`src/rtl/lkg_pkg.sv`:
```
// Package: shared types for the lookahead issue gate.
// Holds the per-thread allowance update selector used by each thread slot.
package lkg_pkg;

    // Selects how a thread's remaining allowance is updated this cycle.
    typedef enum logic [1:0] {
        ALW_HOLD   = 2'd0,   // no change
        ALW_LOAD   = 2'd1,   // fresh window from the issued lookahead
        ALW_SHRINK = 2'd2,   // min(old - 1, new lookahead)
        ALW_CLEAR  = 2'd3    // thread drained; restriction dropped
    } alw_op_e;

endpackage

```
`src/rtl/lkg_onehot_dec.sv`:
```
// Module: lkg_onehot_dec
// Turns a qualified thread number into a one-hot hit vector.
// Assumes idx is below N when valid is high.
module lkg_onehot_dec #(
    parameter int N = 8,
    localparam int W = (N > 1) ? $clog2(N) : 1
) (
    input  logic         valid,
    input  logic [W-1:0] idx,
    output logic [N-1:0] hit
);

    // One comparator per thread.
    for (genvar g = 0; g < N; g++) begin : g_cmp
        assign hit[g] = valid && (idx == W'(g));
    end

endmodule

```
`src/rtl/lkg_thread_slot.sv`:
```
// Module: lkg_thread_slot
// Tracks one thread: in-flight count and remaining lookahead allowance.
// Assumes: at most one issue and one completion for this thread per cycle.
// A completion is applied before the issue in the same cycle.
// Completions with nothing in flight are dropped.
module lkg_thread_slot
    import lkg_pkg::*;
#(
    parameter int LA_W       = 3,
    parameter int MAX_INFL   = 8,
    localparam int CNT_W     = $clog2(MAX_INFL + 1)
) (
    input  logic            clk,
    input  logic            rst_n,
    input  logic            iss_hit,
    input  logic [LA_W-1:0] iss_la,
    input  logic            cmp_hit,
    output logic            eligible,
    output logic            ovf_pulse
);

    logic [CNT_W-1:0] infl_q;
    logic [CNT_W-1:0] infl_ret;
    logic [CNT_W-1:0] infl_d;
    logic [LA_W-1:0]  alw_q;
    logic [LA_W-1:0]  alw_dec;
    logic [LA_W-1:0]  alw_d;
    alw_op_e          alw_op;

    // In-flight count: retire first, then add the issue unless at capacity.
    always_comb begin
        infl_ret  = (cmp_hit && (infl_q != '0)) ? infl_q - CNT_W'(1) : infl_q;
        ovf_pulse = iss_hit && (infl_ret == CNT_W'(MAX_INFL));
        infl_d    = (iss_hit && !ovf_pulse) ? infl_ret + CNT_W'(1) : infl_ret;
    end

    // Choose the allowance update from the post-retire count.
    always_comb begin
        if (iss_hit) begin
            alw_op = (infl_ret == '0) ? ALW_LOAD : ALW_SHRINK;
        end else if (infl_d == '0) begin
            alw_op = ALW_CLEAR;
        end else begin
            alw_op = ALW_HOLD;
        end
    end

    // Compute the next allowance value.
    always_comb begin
        alw_dec = (alw_q == '0) ? '0 : alw_q - LA_W'(1);
        unique case (alw_op)
            ALW_LOAD:   alw_d = iss_la;
            ALW_SHRINK: alw_d = (iss_la < alw_dec) ? iss_la : alw_dec;
            ALW_CLEAR:  alw_d = '0;
            default:    alw_d = alw_q;
        endcase
    end

    // State registers with synchronous active-low reset.
    always_ff @(posedge clk) begin
        if (!rst_n) begin
            infl_q <= '0;
            alw_q  <= '0;
        end else begin
            infl_q <= infl_d;
            alw_q  <= alw_d;
        end
    end

    // Thread may issue when drained or when window remains.
    assign eligible = (infl_q == '0) || (alw_q != '0);

endmodule

```
`src/rtl/lkg_issue_gate.sv`:
```
// Module: lkg_issue_gate (top)
// Per-thread issue eligibility from instruction lookahead counts.
// Assumes: one issue and one completion event per cycle at most,
// and thread numbers below NUM_THREADS.
module lkg_issue_gate #(
    parameter int NUM_THREADS  = 8,
    parameter int MAX_INFLIGHT = 8,
    parameter int LA_W         = 3,
    localparam int TID_W       = (NUM_THREADS > 1) ? $clog2(NUM_THREADS) : 1
) (
    input  logic                   clk,
    input  logic                   rst_n,
    input  logic                   iss_valid,
    input  logic [TID_W-1:0]       iss_tid,
    input  logic [LA_W-1:0]        iss_la,
    input  logic                   cmp_valid,
    input  logic [TID_W-1:0]       cmp_tid,
    output logic [NUM_THREADS-1:0] eligible,
    output logic                   ovf_err
);

    logic [NUM_THREADS-1:0] iss_hit;
    logic [NUM_THREADS-1:0] cmp_hit;
    logic [NUM_THREADS-1:0] ovf_vec;
    logic                   err_q;

    // Decode the issue event.
    lkg_onehot_dec #(.N(NUM_THREADS)) u_iss_dec (
        .valid (iss_valid),
        .idx   (iss_tid),
        .hit   (iss_hit)
    );

    // Decode the completion event.
    lkg_onehot_dec #(.N(NUM_THREADS)) u_cmp_dec (
        .valid (cmp_valid),
        .idx   (cmp_tid),
        .hit   (cmp_hit)
    );

    // One tracking slot per thread.
    for (genvar t = 0; t < NUM_THREADS; t++) begin : g_slot
        lkg_thread_slot #(
            .LA_W     (LA_W),
            .MAX_INFL (MAX_INFLIGHT)
        ) u_slot (
            .clk       (clk),
            .rst_n     (rst_n),
            .iss_hit   (iss_hit[t]),
            .iss_la    (iss_la),
            .cmp_hit   (cmp_hit[t]),
            .eligible  (eligible[t]),
            .ovf_pulse (ovf_vec[t])
        );
    end

    // Sticky capacity-overrun flag.
    always_ff @(posedge clk) begin
        if (!rst_n) begin
            err_q <= 1'b0;
        end else begin
            err_q <= err_q | (|ovf_vec);
        end
    end

    assign ovf_err = err_q;

endmodule

```
`config.mk`:
```
export PLATFORM = sky130hd
export DESIGN_NAME = lkg_issue_gate
export DESIGN_NICKNAME = d
export VERILOG_FILES = /design/src/rtl/lkg_pkg.sv /design/src/rtl/lkg_onehot_dec.sv /design/src/rtl/lkg_thread_slot.sv /design/src/rtl/lkg_issue_gate.sv
export SDC_FILE = /design/constraint.sdc
export NUM_CORES = 1
export LEC_CHECK = 0
export BUFFER_PORTS_ARGS = -buffer_cell sky130_fd_sc_hd__buf_2
export CAP_MARGIN = 20
export CORE_MARGIN = 2
export CORE_UTILIZATION = 55
export CTS_CLUSTER_DIAMETER = 150
export DETAILED_ROUTE_END_ITERATION = 12
export PLACE_DENSITY = 0.79
export REMOVE_ABC_BUFFERS = 1
export SETUP_SLACK_MARGIN = 0.2
export SLEW_MARGIN = 5
export SYNTH_ARGS = -nofsm -noshare
export SYNTH_HDL_FRONTEND = slang
export SYNTH_SLANG_ARGS = --single-unit
```
`constraint.sdc`:
```
create_clock -name clk -period 3 [get_ports clk]
set_clock_uncertainty 0.15 [all_clocks]
set_input_delay 0.6 -clock clk [delete_from_list [all_inputs] [get_ports clk]]
set_output_delay 0.6 -clock clk [all_outputs]
set_load 0.01 [all_outputs]
```
==> impl_summary.log <==
INFO  metric status = completed
INFO  metric whs_endpoint = g_slot[1].u_slot.alw_q[2]
INFO  metric ioPinCount = 22
INFO  metric async_set_reset_flop_share_out_of_synthesis = 0%
INFO  metric post_layout_util = 60.1%
INFO  metric clock_sinks = 57
INFO  metric drt_wl_total = 12.5 mm
INFO  metric clock_latency = 0.34 ns
INFO  metric io_buffers = 21
INFO  metric largest_delay_share_family_worst_path = simple AND/OR/NAND/NOR gates
INFO  metric fin_crit = 2.70 ns
INFO  metric synth_edf_count = 0
INFO  metric synthesis.area = 0.00493 mm²
INFO  metric post_synth_inst_count = 663
INFO  metric placedInstanceArea = 0.00504 mm²
INFO  metric worstSetupStartpointType = flop
INFO  metric wire_length_of_the_first_global_routing_pass = 20.8 mm
INFO  metric final_nets = 700
INFO  metric number_of_drc_violations_after_detailed_routing_iteration_0 = 300
INFO  metric p_int = 1.34 mW
INFO  metric floorplan.core_area = 0.00872 mm²
INFO  metric detailed_route_via_count = 4893
INFO  metric finalMaxSlewViolations = 0
INFO  metric antenna_left = 0
INFO  metric initial_core_util = 56.5%
INFO  metric max-clock-path-buffers = 2
INFO  metric drc = 0
INFO  metric clockPowerShare = 39.0%
INFO  metric grt_setup_unrepaired = false
INFO  metric synth_top_cell_area_share = 23.1%
INFO  metric reg2regPathDepth = 8
INFO  metric maximum_frequency_from_static_timing_analysis = 370 MHz
INFO  metric yosysUniqueCellTypes = 70
INFO  metric sequentialPowerShare = 42.0%
INFO  metric post_cts_hold_buffer_count = 0
INFO  metric largest_net_degree_at_the_start_of_global_routing = 39
INFO  metric critPathBufInv = 2
INFO  metric power.density = 362 mW/mm²
INFO  metric globalplace.congestion = 0.930
INFO  metric combPwrFrac = 18.9%
INFO  metric antenna_found_initial = 0
INFO  metric worstPathRequired = 2.25 ns
INFO  metric total_leakage_power = 1.91 nW
INFO  metric worst_slew_pin_slew = 0.609 ns
INFO  metric syn-mean-instance-area = 7.44 µm²
INFO  metric count_of_warnings_emitted_by_yosys = 0
INFO  metric finalInstanceArea = 0.00525 mm²
INFO  metric drv_cap = 0
INFO  metric cp.arrival = 1.95 ns
INFO  metric drt-vias-per-instance = 6.31
INFO  metric endpoint_kind = primary output
INFO  metric synth_top_cells_by_area = sky130_fd_sc_hd__dfxtp_1 23%, sky130_fd_sc_hd__nor2_1 6.3%, sky130_fd_sc_hd__ha_1 6.1%, sky130_fd_sc_hd__a21oi_1 4.9%, sky130_fd_sc_hd__o21ai_0 4.7%
INFO  metric drive_above_1_share = 10.5%
INFO  metric antenna_cells_inserted = 0
INFO  metric cp_slowest_stage_delay = 0.46 ns
INFO  metric ctsRootBufferMaster = sky130_fd_sc_hd__clkbuf_8
INFO  metric critPathSlowestCell = sky130_fd_sc_hd__dfxtp_1
INFO  metric core.rowCount = 34
INFO  metric 1st_pass_router_iterations = 4
INFO  metric crit_path_max_fanout = 6
INFO  metric first_global_vias = 4556
INFO  metric timing.critical_path.cells = inv_1 -> ha_1 -> nor3b_1 -> or4_1 -> buf_2
INFO  metric fp.dieArea = 0.00974 mm²
INFO  metric hold_violations = 0
INFO  metric power.net_switching = 563 µW
INFO  metric reg2reg_from = g_slot[5].u_slot.infl_q[0]
INFO  metric ys_seq_elements = 57
INFO  metric min_period_over_period = 90.0%
INFO  metric fin_setup_tns = 0 ns
INFO  metric cts_max_level = 3
INFO  metric maxSlewHeadroom = 59.2%
INFO  metric ir_worst_vdd = 0.241 mV
INFO  metric cts_inserted_buffers = 9
INFO  metric floorplan.die.width = 98.7 µm
INFO  metric postCtsSetupRepairBufs = 0
INFO  metric final_setup_violation_count = 0
INFO  metric die_height = 98.7 µm
INFO  metric timing.reg2reg.setup_slack = 0.38 ns
INFO  metric criticalPathCategory = reg2out
INFO  metric overflow = 0
INFO  metric fraction_of_the_yosys_area_taken_by_sequential_cells = 23.1%
INFO  metric cts_tree = yes
INFO  metric worst_r2r_endpoint = g_slot[5].u_slot.infl_q[3]
INFO  metric hold_class = reg2reg
INFO  metric post-synth-top-area-cell = sky130_fd_sc_hd__dfxtp_1
INFO  metric swShare = 29.7%
INFO  metric min-delay-start = g_slot[1].u_slot.alw_q[2]
INFO  metric globalRouteTotalUtil = 26.0%
INFO  metric cts.reportedPaths.clkPinSlew = 0.07 ns
INFO  metric timing.hold.worst_path_depth = 2
INFO  metric dp.final_hpwl = 8.79 mm
INFO  metric synthFlopType = sky130_fd_sc_hd__dfxtp_1
INFO  metric routedWlPerCell = 16.1 µm
INFO  metric post_cts_resize_count = 2
INFO  metric area_growth = 6.40%
==> layout by cell type, fill, tap and decap left out, types with 13 or more instances in the layout <==
cell	netlist	layout
sky130_fd_sc_hd__mux2i_1	18	18
sky130_fd_sc_hd__and2_1	13	13
sky130_fd_sc_hd__inv_1	21	21
sky130_fd_sc_hd__a21oi_1	48	48
sky130_fd_sc_hd__nand2_1	60	60
sky130_fd_sc_hd__dfxtp_1	57	52
sky130_fd_sc_hd__xor2_1	15	15
sky130_fd_sc_hd__nor2_1	83	83
sky130_fd_sc_hd__o21ai_0	46	46
sky130_fd_sc_hd__xnor2_1	25	25
sky130_fd_sc_hd__buf_2	6	21
sky130_fd_sc_hd__nor3_1	24	24
sky130_fd_sc_hd__nand3_1	19	19
sky130_fd_sc_hd__ha_1	24	24
==> cells in the mapped netlist, types with 6 or more instances <==
cell type	n
sky130_fd_sc_hd__buf_4	8
sky130_fd_sc_hd__buf_2	6
sky130_fd_sc_hd__xor2_1	15
sky130_fd_sc_hd__ha_1	24
sky130_fd_sc_hd__clkbuf_1	26
sky130_fd_sc_hd__a21o_1	7
sky130_fd_sc_hd__nand4_1	12
sky130_fd_sc_hd__nand3_1	19
sky130_fd_sc_hd__or4_1	7
sky130_fd_sc_hd__inv_1	21
sky130_fd_sc_hd__dfxtp_1	57
sky130_fd_sc_hd__and2_1	13
sky130_fd_sc_hd__mux2i_1	18
sky130_fd_sc_hd__a21oi_1	48
sky130_fd_sc_hd__xnor2_1	25
sky130_fd_sc_hd__o31ai_1	6
sky130_fd_sc_hd__nor3_1	24
sky130_fd_sc_hd__nor3b_1	9
sky130_fd_sc_hd__nor4_1	6
sky130_fd_sc_hd__nand2_1	60
sky130_fd_sc_hd__a211oi_1	10
sky130_fd_sc_hd__o21ai_0	46
sky130_fd_sc_hd__nor2_1	83
sky130_fd_sc_hd__o211ai_1	9
sky130_fd_sc_hd__nand2b_1	6
==> worst max path at each step <==
stage,startpoint,to,slack [ns],cells after the start
floorplan,g_slot[4].u_slot.infl_q[0],g_slot[4].u_slot.alw_q[1],0.61,8
global route,g_slot[4].u_slot.infl_q[0],eligible[4],0.21,5
CTS,g_slot[3].u_slot.infl_q[0],eligible[3],0.25,5
global placement,cmp_tid[0],g_slot[4].u_slot.alw_q[1],0.47,7
detailed placement,g_slot[4].u_slot.infl_q[0],g_slot[4].u_slot.infl_q[3],0.40,8
finish,g_slot[2].u_slot.infl_q[0],eligible[2],0.30,5
==> stage by stage <==
stage               cells  hold WS [ns]  total power [mW]  worst slack (ns)
floorplan             622         0.313              1.05             0.611
global placement      760         0.340              1.15             0.470
detailed placement    760         0.348              1.16             0.401
CTS                   775         0.358              1.91             0.250
global route          775         0.402              1.99             0.208
finish                775         0.360              1.90             0.299
==> worst register-to-register path: cells and delay by family, from the launching register on <==
kind / cells / cell delay [ns]
adders and majority gates: 1 / 0.31
xor gates and xnor gates: 1 / 0.18
buffers and inverters: 1 / 0.15
and+or+nand+nor: 4 / 0.86
DFF: 1 / 0.59
AOI/OAI and AO/OA: 1 / 0.27
==> layout make-up <==
type                            count  area, µm²
Clock inverter                      3       40.0
Tap cell                          108        135
Fill cell                         793       3480
Sequential cell                    57       1150
Multi-Input combinational cell    543       3510
Clock buffer                       12        155
Timing Repair Buffer               30        173
Inverter                           22       82.6
==> power by group through the flow <==
stage / sequential [mW] / combinational, mW / clock [mW]
2_1_floorplan: 0.807 / 0.243 / 0
3_3_place_gp: 0.812 / 0.337 / 0
3_5_place_dp: 0.813 / 0.350 / 0
4_1_cts: 0.797 / 0.354 / 0.756
5_1_grt: 0.800 / 0.396 / 0.793
6_report: 0.798 / 0.359 / 0.741
==> registers in the layout, indices dropped and copies added (netlist names) <==
| name | count |
|---|---|
| ovf_err | 1 |
| g_slot.u_slot.alw_q | 24 |
| g_slot.u_slot.infl_q | 32 |
==> kinds of logic after synthesis <==
| group | share of synthesized area [%] |
|---|---|
| AOI/OAI and AO/OA | 22.4 |
| adders and majority gates | 6.09 |
| DFF | 23.1 |
| and+or+nand+nor | 30.3 |
| muxes | 5.33 |
| buffers and inverters | 5.71 |
| xor gates and xnor gates | 7.11 |
==> routing by layer <==
metal / global-route usage [%] / routed length [µm] / up-vias
li1: - / - / 2423
met1: 31.9 / 5480 / 2273
met2: 44.3 / 6040 / 165
met3: 5.11 / 639 / 32
met4: 11.3 / 308 / 0
met5: 0 / 0 / -
Power figures use the tool's default switching activity.
